===== src/rtl/ferase_pkg.sv =====
package ferase_pkg;
    localparam int ADDR_W = 8;
    localparam int DATA_W = 8;
    localparam int PAGE_W = 7;

    localparam logic [ADDR_W-1:0] A_CMD  = 8'h94;
    localparam logic [ADDR_W-1:0] A_PAGE = 8'hB7;
    localparam logic [ADDR_W-1:0] A_MEEN = 8'hB2;
    localparam logic [ADDR_W-1:0] A_STAT = 8'hB5;

    localparam logic [DATA_W-1:0] PAT_PAGE = 8'h55;
    localparam logic [DATA_W-1:0] PAT_MASS = 8'hAA;

    typedef enum logic [1:0] {
        HS_IDLE = 2'd0,
        HS_REQ  = 2'd1,
        HS_WAIT = 2'd2
    } hs_state_e;

    typedef struct packed {
        logic              mass;
        logic [PAGE_W-1:0] page;
    } erase_cmd_t;

    function automatic logic page_in_range(input logic [DATA_W-1:0] d);
        return d[DATA_W-1:PAGE_W] == '0;
    endfunction
endpackage


===== src/rtl/ferase_regs.sv =====
module ferase_regs
    import ferase_pkg::*;
(
    input  logic [ADDR_W-1:0] addr,
    input  logic              we,
    input  logic              re,
    input  logic [PAGE_W-1:0] page_q,
    input  logic              busy,
    output logic              wr_cmd,
    output logic              wr_page,
    output logic              wr_meen,
    output logic [DATA_W-1:0] rdata
);
    assign wr_cmd  = we && (addr == A_CMD);
    assign wr_page = we && (addr == A_PAGE);
    assign wr_meen = we && (addr == A_MEEN);

    always_comb begin
        rdata = '0;
        if (re) begin
            unique case (addr)
                A_PAGE:  rdata = {{(DATA_W-PAGE_W){1'b0}}, page_q};
                A_STAT:  rdata = {{(DATA_W-1){1'b0}}, busy};
                default: rdata = '0;
            endcase
        end
    end
endmodule


===== src/rtl/ferase_arm.sv =====
module ferase_arm
    import ferase_pkg::*;
(
    input  logic              clk,
    input  logic              rst,
    input  logic              wr_cmd,
    input  logic              wr_page,
    input  logic              wr_meen,
    input  logic [DATA_W-1:0] wdata,
    input  logic              dbg_en,
    input  logic              busy,
    output logic              issue,
    output erase_cmd_t        issue_cmd,
    output logic [PAGE_W-1:0] page_q
);
    logic page_arm;
    logic mass_arm;
    logic pg_go;
    logic ms_go;

    assign pg_go = wr_cmd && !busy && (wdata == PAT_PAGE) && page_arm;
    assign ms_go = wr_cmd && !busy && (wdata == PAT_MASS) && mass_arm && dbg_en;
    assign issue = pg_go || ms_go;

    always_comb begin
        issue_cmd.mass = ms_go;
        issue_cmd.page = page_q;
    end

    always_ff @(posedge clk) begin
        if (rst) begin
            page_arm <= 1'b0;
            mass_arm <= 1'b0;
            page_q   <= '0;
        end else begin
            if (wr_page) begin
                if (page_in_range(wdata)) begin
                    page_q   <= wdata[PAGE_W-1:0];
                    page_arm <= 1'b1;
                end else begin
                    page_arm <= 1'b0;
                end
            end
            if (wr_meen) begin
                mass_arm <= 1'b1;
            end
            if (issue) begin
                page_arm <= 1'b0;
                mass_arm <= 1'b0;
            end
        end
    end
endmodule


===== src/rtl/ferase_hs.sv =====
module ferase_hs
    import ferase_pkg::*;
(
    input  logic       clk,
    input  logic       rst,
    input  logic       issue,
    input  erase_cmd_t cmd,
    input  logic       ack,
    input  logic       done,
    output logic       req,
    output erase_cmd_t cmd_q,
    output logic       busy
);
    hs_state_e state;

    always_ff @(posedge clk) begin
        if (rst) begin
            state <= HS_IDLE;
            cmd_q <= '0;
        end else begin
            unique case (state)
                HS_IDLE: if (issue) begin
                    state <= HS_REQ;
                    cmd_q <= cmd;
                end
                HS_REQ:  if (ack)  state <= HS_WAIT;
                HS_WAIT: if (done) state <= HS_IDLE;
                default: state <= HS_IDLE;
            endcase
        end
    end

    assign req  = (state == HS_REQ);
    assign busy = (state != HS_IDLE);
endmodule


===== src/rtl/ferase_seq.sv =====
module ferase_seq
    import ferase_pkg::*;
(
    input  logic              clk,
    input  logic              rst,
    input  logic [ADDR_W-1:0] sfr_addr,
    input  logic [DATA_W-1:0] sfr_wdata,
    input  logic              sfr_we,
    input  logic              sfr_re,
    output logic [DATA_W-1:0] sfr_rdata,
    input  logic              dbg_en,
    output logic              fl_req,
    output logic              fl_mass,
    output logic [PAGE_W-1:0] fl_page,
    input  logic              fl_ack,
    input  logic              fl_done,
    output logic              busy
);
    logic              wr_cmd, wr_page, wr_meen;
    logic              issue;
    erase_cmd_t        issue_cmd;
    erase_cmd_t        cmd_q;
    logic [PAGE_W-1:0] page_q;

    ferase_regs u_regs (
        .addr    (sfr_addr),
        .we      (sfr_we),
        .re      (sfr_re),
        .page_q  (page_q),
        .busy    (busy),
        .wr_cmd  (wr_cmd),
        .wr_page (wr_page),
        .wr_meen (wr_meen),
        .rdata   (sfr_rdata)
    );

    ferase_arm u_arm (
        .clk       (clk),
        .rst       (rst),
        .wr_cmd    (wr_cmd),
        .wr_page   (wr_page),
        .wr_meen   (wr_meen),
        .wdata     (sfr_wdata),
        .dbg_en    (dbg_en),
        .busy      (busy),
        .issue     (issue),
        .issue_cmd (issue_cmd),
        .page_q    (page_q)
    );

    ferase_hs u_hs (
        .clk   (clk),
        .rst   (rst),
        .issue (issue),
        .cmd   (issue_cmd),
        .ack   (fl_ack),
        .done  (fl_done),
        .req   (fl_req),
        .cmd_q (cmd_q),
        .busy  (busy)
    );

    assign fl_mass = cmd_q.mass;
    assign fl_page = cmd_q.page;
endmodule


===== config.mk =====
export PLATFORM = sky130hd
export DESIGN_NAME = ferase_seq
export DESIGN_NICKNAME = d
export VERILOG_FILES = /design/src/rtl/ferase_pkg.sv /design/src/rtl/ferase_regs.sv /design/src/rtl/ferase_arm.sv /design/src/rtl/ferase_hs.sv /design/src/rtl/ferase_seq.sv
export SDC_FILE = /design/constraint.sdc
export NUM_CORES = 1
export LEC_CHECK = 0
export ABC_AREA = 1
export BUFFER_PORTS_ARGS = -buffer_cell sky130_fd_sc_hd__buf_2
export CORE_UTILIZATION = 53
export CTS_CLUSTER_DIAMETER = 120
export DETAILED_ROUTE_END_ITERATION = 8
export GPL_TIMING_DRIVEN = 0
export HOLD_SLACK_MARGIN = 0.05
export PLACE_DENSITY = 0.84
export REMOVE_ABC_BUFFERS = 1
export SYNTH_ARGS = -nofsm -noshare
export SYNTH_HDL_FRONTEND = slang
export SYNTH_HIERARCHICAL = 1
export SYNTH_SLANG_ARGS = --single-unit

===== constraint.sdc =====
create_clock -name clk -period 3.6 [get_ports clk]
set_input_delay 0.18 -clock clk [delete_from_list [all_inputs] [get_ports clk]]
set_output_delay 0.18 -clock clk [all_outputs]
set_load 0.01 [all_outputs]

==> results_tabular.tex <==
\begin{tabular}{lr}
\hline
Metric & Value \\
\hline
\multicolumn{2}{l}{\textbf{Status}} \\
Run status & completed \\
\multicolumn{2}{l}{\textbf{Worst setup path}} \\
Crit path capture type & register \\
Endpoint of the worst register-to-register path & u\_hs/cmd\_q[7] \\
Cell Chain, Critical Path & nor2\_4 -> inv\_1 -> inv\_1 -> nand2\_1 -> nor2\_1 -> nand3\_1 -> nand2\_1 -> nand3\_1 -> nand2\_1 -> nor2\_1 \\
Worst-path fanout max & 18 \\
Reg-to-reg setup timing slack & 1570 ps \\
CP delay by family, top & simple AND/OR/NAND/NOR gates \\
Cell type of the slowest stage on the worst timing path & sky130\_fd\_sc\_hd\_\_nand2\_1 \\
Worst path most repeated cell & sky130\_fd\_sc\_hd\_\_nand2\_1 \\
Req. time, crit path & 3800 ps \\
Worst path bufs/invs & 2 \\
Crit path DAT & 2230 ps \\
Critical Setup Path Class & register to register \\
Category of the worst setup path launch point & register \\
Stage delay of the slowest cell on the critical path & 430 ps \\
Reg-to-Reg Start & u\_hs/state[1] \\
Origin of the worst setup path & u\_hs/state[1] \\
Cell count of the worst reg-to-reg path & 10 \\
\multicolumn{2}{l}{\textbf{GRT}} \\
GR Util met3 & 4.36\% \\
Number of global-route vias before repair & 1049 \\
Pin count of the biggest net entering global routing & 19 \\
First-pass GRT wire length & 4280 um \\
GR Overflow Total & 0 \\
Number of antenna violations at the first check in global routing & 0 \\
Global routing usage summed across all routing layers & 23.1\% \\
Global-route track usage on met1 & 25.8\% \\
Most used routing layer in global routing & met2 \\
Met2 track demand over resource & 40.0\% \\
\multicolumn{2}{l}{\textbf{Yosys}} \\
Dominant register cell in the synthesized netlist & sky130\_fd\_sc\_hd\_\_dfxtp\_1 \\
Synthesized instance count & 172 \\
Top post-synthesis cells by area & sky130\_fd\_sc\_hd\_\_dfxtp\_1, sky130\_fd\_sc\_hd\_\_inv\_1, sky130\_fd\_sc\_hd\_\_nand2\_1, sky130\_fd\_sc\_hd\_\_nor2\_1, sky130\_fd\_sc\_hd\_\_buf\_4 \\
Warnings, synthesis & 6 \\
Cell with the most instances after synthesis & sky130\_fd\_sc\_hd\_\_inv\_1 \\
Proportion of synthesized flip-flops having asynchronous set or reset & 0\% \\
Count of state elements after synthesis & 19 \\
Commonest cells in the synthesized netlist & sky130\_fd\_sc\_hd\_\_inv\_1, sky130\_fd\_sc\_hd\_\_nand2\_1, sky130\_fd\_sc\_hd\_\_nor2\_1 \\
Portion of synthesized cell area occupied by the leading cell type & 32.3\% \\
Syn Std Cell Area & 1180 um2 \\
Average footprint of a synthesized cell & 6.85 um2 \\
Cell variety after synth & 25 \\
Library cell occupying the most area in the post-synthesis netlist & sky130\_fd\_sc\_hd\_\_dfxtp\_1 \\
Sequential element share of the synthesized area & 32.3\% \\
Post-synth EDFFs & 0 \\
\multicolumn{2}{l}{\textbf{Final layout}} \\
Nets & 226 \\
Layout overhead on the synthesized area & 12.7\% \\
Share of layout cells above drive strength 1 & 29.2\% \\
Antenna Diode Count & 0 \\
Utilization of the core after routing & 65.7\% \\
Area of all placed cells without fillers & 1330 um2 \\
\multicolumn{2}{l}{\textbf{Clocking}} \\
TritonCTS buffer count & 3 \\
Deepest level of the CTS H-tree & 1 \\
Total of cells resized after clock tree synthesis & 0 \\
Number of buffers between clock root and the deepest sink & 2 \\
CTS tree & built \\
Root buf cell & sky130\_fd\_sc\_hd\_\_clkbuf\_4 \\
Number of buffers inserted to repair setup after CTS & 0 \\
Clk\_lat worst skew & 300 ps \\
Hold bufs inserted after CTS & 0 \\
Sinks on the clock net & 19 \\
CTS clk-pin slew, worst paths & 110 ps \\
\multicolumn{2}{l}{\textbf{Drt}} \\
Per-cell via count in the routed design & 4.95 \\
Number of vias after detailed routing & 1134 \\
Final routed wire length divided by cell count & 11.0 um \\
Initial DRC count & 21 \\
Remaining DRCs & 0 \\
Number of nets still failing antenna checks after routing & 0 \\
Total wirelength of the detailed-routed design & 2530 um \\
1st-pass router iterations & 4 \\
\multicolumn{2}{l}{\textbf{Floorplanning}} \\
Die extent in y & 49.2 um \\
Effective utilization at floorplan & 58.3\% \\
Core box area & 2020 um2 \\
Die area & 2420 um2 \\
Core Rows & 16 \\
I/O pin count & 41 \\
Chip Width & 49.2 um \\
\multicolumn{2}{l}{\textbf{STA}} \\
Worst slew margin relative to its limit & 63.5\% \\
Setup skew after layout & 2.29 ps \\
Fin. max-slew vios & 0 \\
Max frequency & 0.492 GHz \\
Ratio of final minimum period to clock period & 56.4\% \\
TNS Setup & 0 ps \\
Final setup violating endpoints & 0 \\
Pin slew with the least headroom to its limit & 546 ps \\
RSZ-0062 raised after global routing & false \\
Number of hold violations in the final report & 0 \\
Post-layout minimum cycle time & 2030 ps \\
\multicolumn{2}{l}{\textbf{Power}} \\
Leakage power summed over all cells & 0.648 nW \\
Power per unit of standard cell area & 271 nW/um2 \\
IR drop worst, VDD & 0.000183 V \\
Sum of internal, switching and leakage power & 360 uW \\
\multicolumn{2}{l}{\textbf{Worst hold path}} \\
Cell count of the worst hold path & 2 \\
Worst Hold Endpoint & u\_hs/state[0] \\
Worst Hold Class & input pin to register \\
Startpoint of the most critical hold path & rst \\
\multicolumn{2}{l}{\textbf{Placed design}} \\
DP Wirelength & 2000 um \\
Cell Area, Placed & 1300 um2 \\
Routability congestion estimate from global placement & 0.910 \\
Input/output buffers & 39 \\
\multicolumn{2}{l}{\textbf{Job}} \\
MaxCap Viol Count & 0 \\
\hline
\end{tabular}
## layout make-up
| class | count | area (um2) |
|---|---|---|
| Timing Repair Buffer | 39 | 195 |
| Sequential cell | 19 | 380 |
| Clock inverter | 1 | 5.00 |
| Inverter | 33 | 124 |
| Tap cell | 27 | 33.8 |
| Multi-Input combinational cell | 107 | 568 |
| Clock buffer | 3 | 22.5 |
| Fill cell | 198 | 693 |
## logic make-up after synthesis
logic type	synth area share, %
and+or+nand+nor	36.2
buffers and inverters	19.5
AOI/OAI and AO/OA	11.7
DFF	32.3
other	0.318
## power by group
group / internal, mW / switching (mW)
registers: 0.210 / 0.0000952
logic: 0.0155 / 0.0242
clock network: 0.0414 / 0.0688
## through the flow
stage                     cells  hold WS [ps]  worst slack (ps)
after floorplan             159           242              1880
after global placement      225           410              1640
after detailed placement    225           423              1610
after CTS                   229          95.8              1580
after global routing        229          92.2              1330
final                       229           101              1570
## layer usage
metal	vias up	wire (um)
li1	588	-
met1	513	1090
met2	29	1290
met3	4	121
met4	0	29
met5	-	0
## how the worst max path moves through the flow
stage,cells after the start,slack [ps],to
after global placement,10,1640,u_hs/cmd_q[3]
after detailed placement,9,1610,u_hs/cmd_q[0]
after floorplan,10,1880,u_hs/cmd_q[0]
final,10,1570,u_hs/cmd_q[7]
after global routing,10,1330,u_hs/cmd_q[0]
after CTS,9,1580,u_hs/cmd_q[0]
## sequential cells by signal, indices dropped and copies added (netlist names)
name / count
u_hs/cmd_q: 8
u_arm/page_q: 7
u_hs/state: 2
u_arm/mass_arm: 1
u_arm/page_arm: 1
## worst register-to-register path: cells and delay by family (launching register included)
family                 cells  cell delay [ps]
buffers and inverters      2              220
and+or+nand+nor            8             1330
DFF                        1              380
## cell usage in the layout (no fill, tap or decap), types with 2 or more instances in the layout
cell and count:
sky130_fd_sc_hd__dfxtp_1 19, sky130_fd_sc_hd__nand2_1 26, sky130_fd_sc_hd__nand2_2 2, sky130_fd_sc_hd__a21oi_2 2
sky130_fd_sc_hd__nor3b_1 6, sky130_fd_sc_hd__nand3_1 13, sky130_fd_sc_hd__nor2_4 2, sky130_fd_sc_hd__nand3b_1 3
sky130_fd_sc_hd__inv_1 30, sky130_fd_sc_hd__o21ai_2 2, sky130_fd_sc_hd__clkbuf_4 3, sky130_fd_sc_hd__a21oi_1 13
sky130_fd_sc_hd__o21ai_0 5, sky130_fd_sc_hd__nor3_1 2, sky130_fd_sc_hd__nor2_1 24, sky130_fd_sc_hd__inv_2 3
sky130_fd_sc_hd__buf_2 39
Power figures use the tool's default switching activity.
